--- config.mk ---
export PLATFORM = sky130hd
export DESIGN_NAME = fetch_bkpt_unit
export DESIGN_NICKNAME = d
export VERILOG_FILES = /design/src/rtl/bpu_pkg.sv /design/src/rtl/bpu_regs.sv /design/src/rtl/bpu_cmp.sv /design/src/rtl/bpu_hitsel.sv /design/src/rtl/fetch_bkpt_unit.sv
export SDC_FILE = /design/constraint.sdc
export NUM_CORES = 1
export LEC_CHECK = 0
export BUFFER_PORTS_ARGS = -buffer_cell sky130_fd_sc_hd__buf_2
export CAP_MARGIN = 20
export CORE_ASPECT_RATIO = 0.75
export CORE_MARGIN = 1
export CORE_UTILIZATION = 28
export DETAILED_ROUTE_END_ITERATION = 7
export PLACE_DENSITY = 0.42
export SKIP_LAST_GASP = 1
export SYNTH_ARGS = -nofsm -noshare
export SYNTH_HDL_FRONTEND = slang
export SYNTH_SLANG_ARGS = --single-unit
--- constraint.sdc ---
create_clock -name clk -period 2 [get_ports clk]
set_input_delay 0.4 -clock clk [delete_from_list [all_inputs] [get_ports clk]]
set_output_delay 0.4 -clock clk [all_outputs]
set_load 0.01 [all_outputs]
--- src/rtl/bpu_pkg.sv ---
package bpu_pkg;

  localparam int SCHEME_LEGACY = 0;
  localparam int SCHEME_EXT    = 1;

  localparam int CTRL_WORD     = 0;
  localparam int CMP_BASE_WORD = 2;
  localparam int KEY_BIT       = 1;
  localparam int EN_BIT        = 0;

  function automatic logic [31:0] impl_mask(input int scheme);
    return (scheme == SCHEME_LEGACY) ? 32'hDFFF_FFFD : 32'hFFFF_FFFF;
  endfunction

  function automatic logic [31:0] ctrl_image(input int scheme, input int ncmp,
                                             input logic en);
    logic [6:0]  cnt;
    logic [31:0] img;
    cnt          = 7'(ncmp);
    img          = '0;
    img[31:28]   = 4'(scheme);
    img[14:12]   = cnt[6:4];
    img[7:4]     = cnt[3:0];
    img[EN_BIT]  = en;
    return img;
  endfunction

endpackage

--- src/rtl/bpu_regs.sv ---
module bpu_regs
  import bpu_pkg::*;
#(
  parameter int NUM_CMP = 6,
  parameter int SCHEME  = SCHEME_LEGACY,
  parameter int CFG_AW  = 8
) (
  input  logic                     clk,
  input  logic                     rst_n,
  input  logic                     cfg_wr,
  input  logic [CFG_AW-1:0]        cfg_addr,
  input  logic [31:0]              cfg_wdata,
  output logic [31:0]              cfg_rdata,
  output logic                     glb_en,
  output logic [NUM_CMP-1:0][31:0] cmp_val
);

  localparam int WORD_W = CFG_AW - 2;
  localparam logic [31:0] MASK = impl_mask(SCHEME);

  logic [WORD_W-1:0] word_idx;
  logic [1:0]        unused_byte_sel;

  assign word_idx        = cfg_addr[CFG_AW-1:2];
  assign unused_byte_sel = cfg_addr[1:0];

  logic ctrl_sel;
  assign ctrl_sel = (word_idx == WORD_W'(CTRL_WORD));

  always_ff @(posedge clk or negedge rst_n) begin
    if (!rst_n) begin
      glb_en <= 1'b0;
    end else if (cfg_wr && ctrl_sel && cfg_wdata[KEY_BIT]) begin
      glb_en <= cfg_wdata[EN_BIT];
    end
  end

  for (genvar g = 0; g < NUM_CMP; g++) begin : g_cmp_word
    logic sel;
    assign sel = (word_idx == WORD_W'(CMP_BASE_WORD + g));
    always_ff @(posedge clk or negedge rst_n) begin
      if (!rst_n) begin
        cmp_val[g] <= '0;
      end else if (cfg_wr && sel) begin
        cmp_val[g] <= cfg_wdata & MASK;
      end
    end
  end

  always_comb begin
    cfg_rdata = '0;
    if (ctrl_sel) begin
      cfg_rdata = ctrl_image(SCHEME, NUM_CMP, glb_en);
    end
    for (int i = 0; i < NUM_CMP; i++) begin
      if (word_idx == WORD_W'(CMP_BASE_WORD + i)) begin
        cfg_rdata = cmp_val[i];
      end
    end
  end

  // an unkeyed control write leaves the global enable alone
  assert_unkeyed_hold_R2: assert property (@(posedge clk) disable iff (!rst_n)
    (cfg_wr && ctrl_sel && !cfg_wdata[KEY_BIT]) |=> $stable(glb_en));

  // bits outside the implemented mask never hold a 1
  assert_mask_bits_R4: assert property (@(posedge clk) disable iff (!rst_n)
    (cfg_wr && !ctrl_sel) |=> ((cmp_val[0] & ~MASK) == '0));

endmodule

--- src/rtl/bpu_cmp.sv ---
module bpu_cmp
  import bpu_pkg::*;
#(
  parameter int SCHEME = SCHEME_LEGACY
) (
  input  logic        clk,
  input  logic        rst_n,
  input  logic [31:0] cmp_val,
  input  logic [31:0] fetch_addr,
  output logic        match
);

  logic addr_eq;
  logic half_ok;

  if (SCHEME == SCHEME_LEGACY) begin : g_legacy
    logic [1:0] sel;
    logic [2:0] unused_bits;
    assign sel         = cmp_val[31:30];
    assign unused_bits = {cmp_val[29], cmp_val[1], fetch_addr[0]};
    assign addr_eq     = (fetch_addr[31:29] == 3'b000) &&
                         (fetch_addr[28:2] == cmp_val[28:2]);
    assign half_ok     = fetch_addr[1] ? sel[1] : sel[0];

    // a legacy match never occurs outside the low code region
    assert_region_R5: assert property (@(posedge clk) disable iff (!rst_n)
      match |-> (fetch_addr[31:29] == 3'b000));

    // select field 00 never produces a match
    assert_sel_zero_R6: assert property (@(posedge clk) disable iff (!rst_n)
      (sel == 2'b00) |-> !match);
  end else begin : g_ext
    logic unused_bits;
    assign unused_bits = fetch_addr[0];
    assign addr_eq     = (fetch_addr[31:1] == cmp_val[31:1]);
    assign half_ok     = 1'b1;
  end

  assign match = cmp_val[EN_BIT] && addr_eq && half_ok;

  // a disabled comparator never matches
  assert_cmp_off_R8: assert property (@(posedge clk) disable iff (!rst_n)
    !cmp_val[EN_BIT] |-> !match);

endmodule

--- src/rtl/bpu_hitsel.sv ---
module bpu_hitsel #(
  parameter int NUM_CMP = 6,
  parameter int IDX_W   = 3
) (
  input  logic               clk,
  input  logic               rst_n,
  input  logic               req,
  input  logic [NUM_CMP-1:0] match_vec,
  output logic               hit_valid,
  output logic [IDX_W-1:0]   hit_index
);

  logic [IDX_W-1:0] first_idx;
  logic             any_match;

  always_comb begin
    first_idx = '0;
    for (int i = NUM_CMP - 1; i >= 0; i--) begin
      if (match_vec[i]) first_idx = IDX_W'(i);
    end
  end

  assign any_match = |match_vec;

  always_ff @(posedge clk or negedge rst_n) begin
    if (!rst_n) begin
      hit_valid <= 1'b0;
      hit_index <= '0;
    end else begin
      hit_valid <= req && any_match;
      hit_index <= (req && any_match) ? first_idx : '0;
    end
  end

  // a hit is always backed by a qualified match one cycle earlier
  assert_hit_source_R9: assert property (@(posedge clk) disable iff (!rst_n)
    hit_valid |-> $past(req && any_match));

  // the reported index names a real comparator
  assert_index_range_R9: assert property (@(posedge clk) disable iff (!rst_n)
    hit_valid |-> (int'(hit_index) < NUM_CMP));

  // index is zero while no hit is reported
  assert_idle_index_R9: assert property (@(posedge clk) disable iff (!rst_n)
    !hit_valid |-> (hit_index == '0));

endmodule

--- src/rtl/fetch_bkpt_unit.sv ---
module fetch_bkpt_unit
  import bpu_pkg::*;
#(
  parameter int NUM_CMP = 6,
  parameter int SCHEME  = SCHEME_LEGACY,
  parameter int CFG_AW  = 8,
  localparam int IDX_W  = (NUM_CMP > 1) ? $clog2(NUM_CMP) : 1
) (
  input  logic              clk,
  input  logic              rst_n,
  input  logic              cfg_wr,
  input  logic [CFG_AW-1:0] cfg_addr,
  input  logic [31:0]       cfg_wdata,
  output logic [31:0]       cfg_rdata,
  input  logic              fetch_valid,
  input  logic [31:0]       fetch_addr,
  output logic              hit_valid,
  output logic [IDX_W-1:0]  hit_index
);

  logic                     glb_en;
  logic [NUM_CMP-1:0][31:0] cmp_val;
  logic [NUM_CMP-1:0]       match_vec;

  bpu_regs #(
    .NUM_CMP (NUM_CMP),
    .SCHEME  (SCHEME),
    .CFG_AW  (CFG_AW)
  ) u_regs (
    .clk       (clk),
    .rst_n     (rst_n),
    .cfg_wr    (cfg_wr),
    .cfg_addr  (cfg_addr),
    .cfg_wdata (cfg_wdata),
    .cfg_rdata (cfg_rdata),
    .glb_en    (glb_en),
    .cmp_val   (cmp_val)
  );

  for (genvar g = 0; g < NUM_CMP; g++) begin : g_cmp
    bpu_cmp #(
      .SCHEME (SCHEME)
    ) u_cmp (
      .clk        (clk),
      .rst_n      (rst_n),
      .cmp_val    (cmp_val[g]),
      .fetch_addr (fetch_addr),
      .match      (match_vec[g])
    );
  end

  bpu_hitsel #(
    .NUM_CMP (NUM_CMP),
    .IDX_W   (IDX_W)
  ) u_hitsel (
    .clk       (clk),
    .rst_n     (rst_n),
    .req       (fetch_valid && glb_en),
    .match_vec (match_vec),
    .hit_valid (hit_valid),
    .hit_index (hit_index)
  );

  // no hit unless the unit was globally enabled on the fetch cycle
  assert_global_gate_R8: assert property (@(posedge clk) disable iff (!rst_n)
    hit_valid |-> $past(glb_en));

  // no hit without a valid fetch on the previous cycle
  assert_fetch_gate_R8: assert property (@(posedge clk) disable iff (!rst_n)
    !$past(fetch_valid) |-> !hit_valid);

endmodule

* Word level (Yosys, flattened, before mapping) *
Cells that the tools add are included.

word-level totals
  bits in registers = 185
  input port bits = 76
  logic and storage cells = 72

operators by class
  equal/unequal tests = 12
  muxes and demuxes = 20
  reductions and logical operators = 31

operator list
  operator              number
  $mux W32              6
  $eq A27 B27 Y1        6
  $logic_and A1 B1 Y1   28
  $eq A6 B3 Y1 const B  4
  $mux W3               7
  $eq A6 B2 Y1 const B  2
  $mux W7               1
  $logic_not A6 Y1      1
  $mux W1               6
  $reduce_or A6 Y1      1
  $logic_not A3 Y1      1

* Depth between registers and ports, before layout *
  depth after elaboration = 11
  depth in mapped cells = 9

* Modules after synthesis *
A second synthesis with hierarchy kept.

unflattened totals
  cell total of the unflattened synthesis = 874
  area total of the unflattened synthesis = 10491.3 um^2

by module, submodules not included
  module           instances  cells each  area each (um^2)  seq. area each (um^2)
  bpu_regs         1          624         8389.3            4529.3
  bpu_cmp          6          39          321.6             0.0
  bpu_hitsel       1          15          166.4             100.1
  fetch_bkpt_unit  1          1           6.3               0.0

* Least setup slack after synthesis *
No wires, ideal clock.

  path type = input to output
  start = input port cfg_addr[5]
  end = output port cfg_rdata[10]
  arrival = 1903 ps
  data required time = 1600 ps
  path slack = -303 ps
  cell stages on the path = 6
  buffers on the path = 2
  cells stage by stage = nor4_1 -> and3_1 -> clkbuf_1 -> buf_1 -> a221oi_1 -> o21ai_0

between the ends
  cells in the longest elaborated chain, start to end = 7
  elaborated cells on any way between the ends = 12
  those cells by class = eq/ne (6); mux (6)

ends and longest elaborated chain
  item                    RTL line               RTL
  start: declaration      fetch_bkpt_unit.sv:12  input logic [CFG_AW-1:0] cfg_addr,
  $eq A6 B2 Y1            bpu_regs.sv:56         if (word_idx == WORD_W'(CMP_BASE_WORD + i)) begin
  $mux W32 (5 in series)  bpu_regs.sv:56
  $mux W32 *              bpu_regs.sv:56
  end: declaration        fetch_bkpt_unit.sv:14  output logic [31:0] cfg_rdata,

Every way passes the cells marked *; elsewhere a longest branch is shown, timed or not.

* Worst setup path in the final report *
  start = input port cfg_addr[6]
  end = output port cfg_rdata[19]

Same word-level chain as after synthesis.

==> run_results.csv <==
group,metric,value,unit
run_status,outcome,"finished with violations",
run_status,violations,"negative setup slack",
floorplan,core_area,0.0360,sq mm
clock_tree,h-tree-depth,4,
setup_path,worst_path_max_delay_cell,"and3_4",
synthesis,synth_area_per_cell,10.8,sq um
final_layout,diodes,0,
synthesis,synth_area,0.0102,sq mm
synthesis,synth_top_cells_by_count,"dfrtp_1 (185), mux2_2 (177), nor2_1 (88), xnor2_1 (83), xor2_1 (78)",
synthesis,netlist_instances,949,
clock_tree,cts.sinks,185,
place,dpl_cell_area,0.0128,sq mm
place,globalplace.congestion,0.949,
clock_tree,clkTransAtPathRegs,0.08,ns
floorplan,die-area,0.0374,sq mm
synthesis,synth_flop_cell,"dfrtp_1",
timing,finalCritPeriodShare,114,%
final_layout,final_area,0.0141,sq mm
routing,ant_nets,0,
floorplan,die_x,223,microns
synthesis,synthArstFlopShare,100,%
routing,drt_iter0_markers,678,
routing,drtPass1Iterations,5,
timing,setup_ws,-0.280,ns
clock_tree,insertion_delay,0.47,ns
setup_path,worstPathArrival,1.88,ns
synthesis,yosysWarningCount,0,
routing,via_per_inst,5.02,
timing,tightest_slew,0.679,ns
final_layout,area_growth,37.5,%
clock_tree,numCtsBuffers,17,
setup_path,worstPathRequired,1.60,ns
routing,via_count,8381,
setup_path,cpPeakStageDelay,0.26,ns
pwr,combPwrFrac,23.9,%
timing,max-slew-margin-rel,53.5,%
floorplan,start_util,28.5,%
synthesis,synth_edf_count,0,
worst_hold_path,min_path_type,"input pin to register",
final_layout,drive_gt1_share,48.6,%
grt,antenna_found_initial,1,
pwr,p_leak,6.56,nW
synthesis,synth_top_area_share,45.2,%
clock_tree,clockBufferDepth,2,
synthesis,ys_ff_latch,185,
pwr,p_sw_share,31.9,%
setup_path,path_cells,"buf_8 > nor4_4 > buf_4 > and3_4 > buf_12 > buf_12 > a221oi_2 > o21ai_1 > buf_2",
setup_path,reg2regPathDepth,7,
place,post-place-ws,-0.492,ns
floorplan,num_rows,60,
pwr,p_clk_share,32.5,%
synthesis,yosysSeqAreaShare,45.2,%
floorplan,io-pin-count,112,
flow_run,cap_violations,0,
clock_tree,cts_root_buf,"clkbuf_16",
worst_hold_path,holdPathStages,2,
synthesis,synth_top_cell_by_area,"dfrtp_1",
floorplan,die_h,168,microns
routing,drt_wl_total,41.5,mm
timing,maxSlewViolCount,0,
place,portBuffers,105,
grt,grt_pass1_wl,60.1,mm
pwr,switching_power,0.00344,W
pwr,power_density,765,mW/mm^2
final_layout,nNetsFinal,1268,
synthesis,synthTopCellsByArea,"dfrtp_1 (45%), mux2_2 (19%), xnor2_1 (7.1%), xor2_1 (6.7%), nor2_1 (3.2%)",
timing,finalHoldViolations,0,
pwr,peakVddDrop,0.554,mV
setup_path,path_common_cell,"buf_12",
routing,wl_per_cell,24.9,microns
synthesis,synth_cell_types,37,
setup_path,endpoint_kind,"primary output",
clock_tree,cts_tree,"built",
timing,rsz0062_at_grt,"yes",
setup_path,cp-start-kind,"input pin",
setup_path,critPathKind,"input pin to primary output",
timing,fmax,439,MHz
grt,grt_pass1_vias,8377,
grt,grt_overflow_total,0,
pwr,p_int,0.00735,W
timing,report.final.setup_viol,34,
timing,finClkSkew,0.00813,ns
routing,drc,0,
grt,grt_max_degree,49,
final_layout,final_core_util,39.2,%
pwr,seqPwrFrac,43.6,%
timing,period_minus_slack,2.28,ns
grt,grt_util_all_layers,22.8,%
setup_path,critPathMaxFanout,5,
place,hpwl,31.0,mm
synthesis,synth_most_common_cell,"dfrtp_1",
==> cell usage in the layout (no fill, tap or decap), drive strengths merged, types with 2 or more instances in the layout <==
cell type	n
nand4	26
bufinv	2
nor3	6
xor2	79
nor3b	2
and3	4
nor4	24
nor2	88
conb	2
mux2	186
or4	4
a21oi	61
xnor2	83
clkinvlp	3
clkinv	5
nand3	5
clkbuf	20
nand2	45
buf	298
mux2i	4
a221oi	27
o21ai	33
dfrtp	185
inv	4
==> cells by family (layout without fill, tap and decap cells) <==
logic type	Yosys count	count (layout)	share of synthesized area [%]
buffers and inverters	78	333	3.13
muxes	191	191	21.0
DFF	185	185	45.2
other	1	2	0.0366
xor gates and xnor gates	162	162	13.9
and+or+nand+nor	208	208	9.59
AOI/OAI and AO/OA	124	124	7.12
==> power by group through the flow <==
stage               Sequential, W  Clock (W)  Combinational [W]
floorplan                 0.00463          0            0.00117
global placement          0.00474          0            0.00239
detailed placement        0.00474          0            0.00240
CTS                       0.00469    0.00359            0.00253
global route              0.00477    0.00374            0.00273
finish                    0.00470    0.00351            0.00258
==> worst max-delay path: cells and delay by family <==
kind,cells,cell delay [ns]
buffers and inverters,5,0.72
AND/OR/NAND/NOR,2,0.50
AO/OA/AOI/OAI,2,0.24
==> metrics by stage <==
step                total power, W  TNS, ns  std cells  hold slack (ns)
floorplan                  0.00580        0        950            0.104
detailed placement         0.00714   -24.29       1620            0.422
CTS                         0.0108    -6.55       1665            0.206
global placement           0.00713   -24.48       1620            0.418
global route                0.0112    -9.08       1670            0.244
finish                      0.0108    -6.44       1670            0.236
==> what timing repair did <==
action | 4_1_cts | 5_1_grt
hold buffers | 1 | 0
gates cloned | 1 | 0
pin swaps | 50 | 26
buffers inserted | 13 | 5
setup endpoints to repair | 34 | 34
resized for setup | 71 | 31
endpoints found under the hold margin | 44 | 0
==> metal layers <==
metal  vias up  share of wire [%]  routed length (microns)  global-route usage, %
met5         -              0.022                        9                      0
met4         2                1.4                      596                   5.73
met3        31                6.4                     2660                   5.18
met2       256                 42                    17300                   32.1
met1      4286                 51                    21000                   34.4
li1       3806                  -                        -                      -
==> area by class of cell <==
cell class	count	area (sq um)
clock buffer	19	433
sequential	185	4630
timing repair buffer	300	2520
fill	3505	21900
multi-input combinational	687	5790
clock inverter	13	145
inverter	1	3.75
tap	465	582
==> final timing paths <==
kind	start	end	slack, ns
min in group asynchronous	rst_n	u_regs.cmp_val[134]	0.49
setup reg to reg	u_regs.cmp_val[27]	u_hitsel.hit_index[1]	-0.14
setup / recovery	cfg_addr[6]	cfg_rdata[19]	-0.28
hold / removal	cfg_wdata[15]	u_regs.cmp_val[175]	0.24
hold reg to reg	u_regs.cmp_val[94]	u_regs.cmp_val[94]	0.53
max in group asynchronous	rst_n	u_regs.cmp_val[145]	0.82
==> flip-flops by register name (all words and copies together) (netlist names) <==
name and cells:
u_hitsel.hit_index 3, u_hitsel.hit_valid 1, u_regs.cmp_val 180, u_regs.glb_en 1
Power figures use the tool's default switching activity.
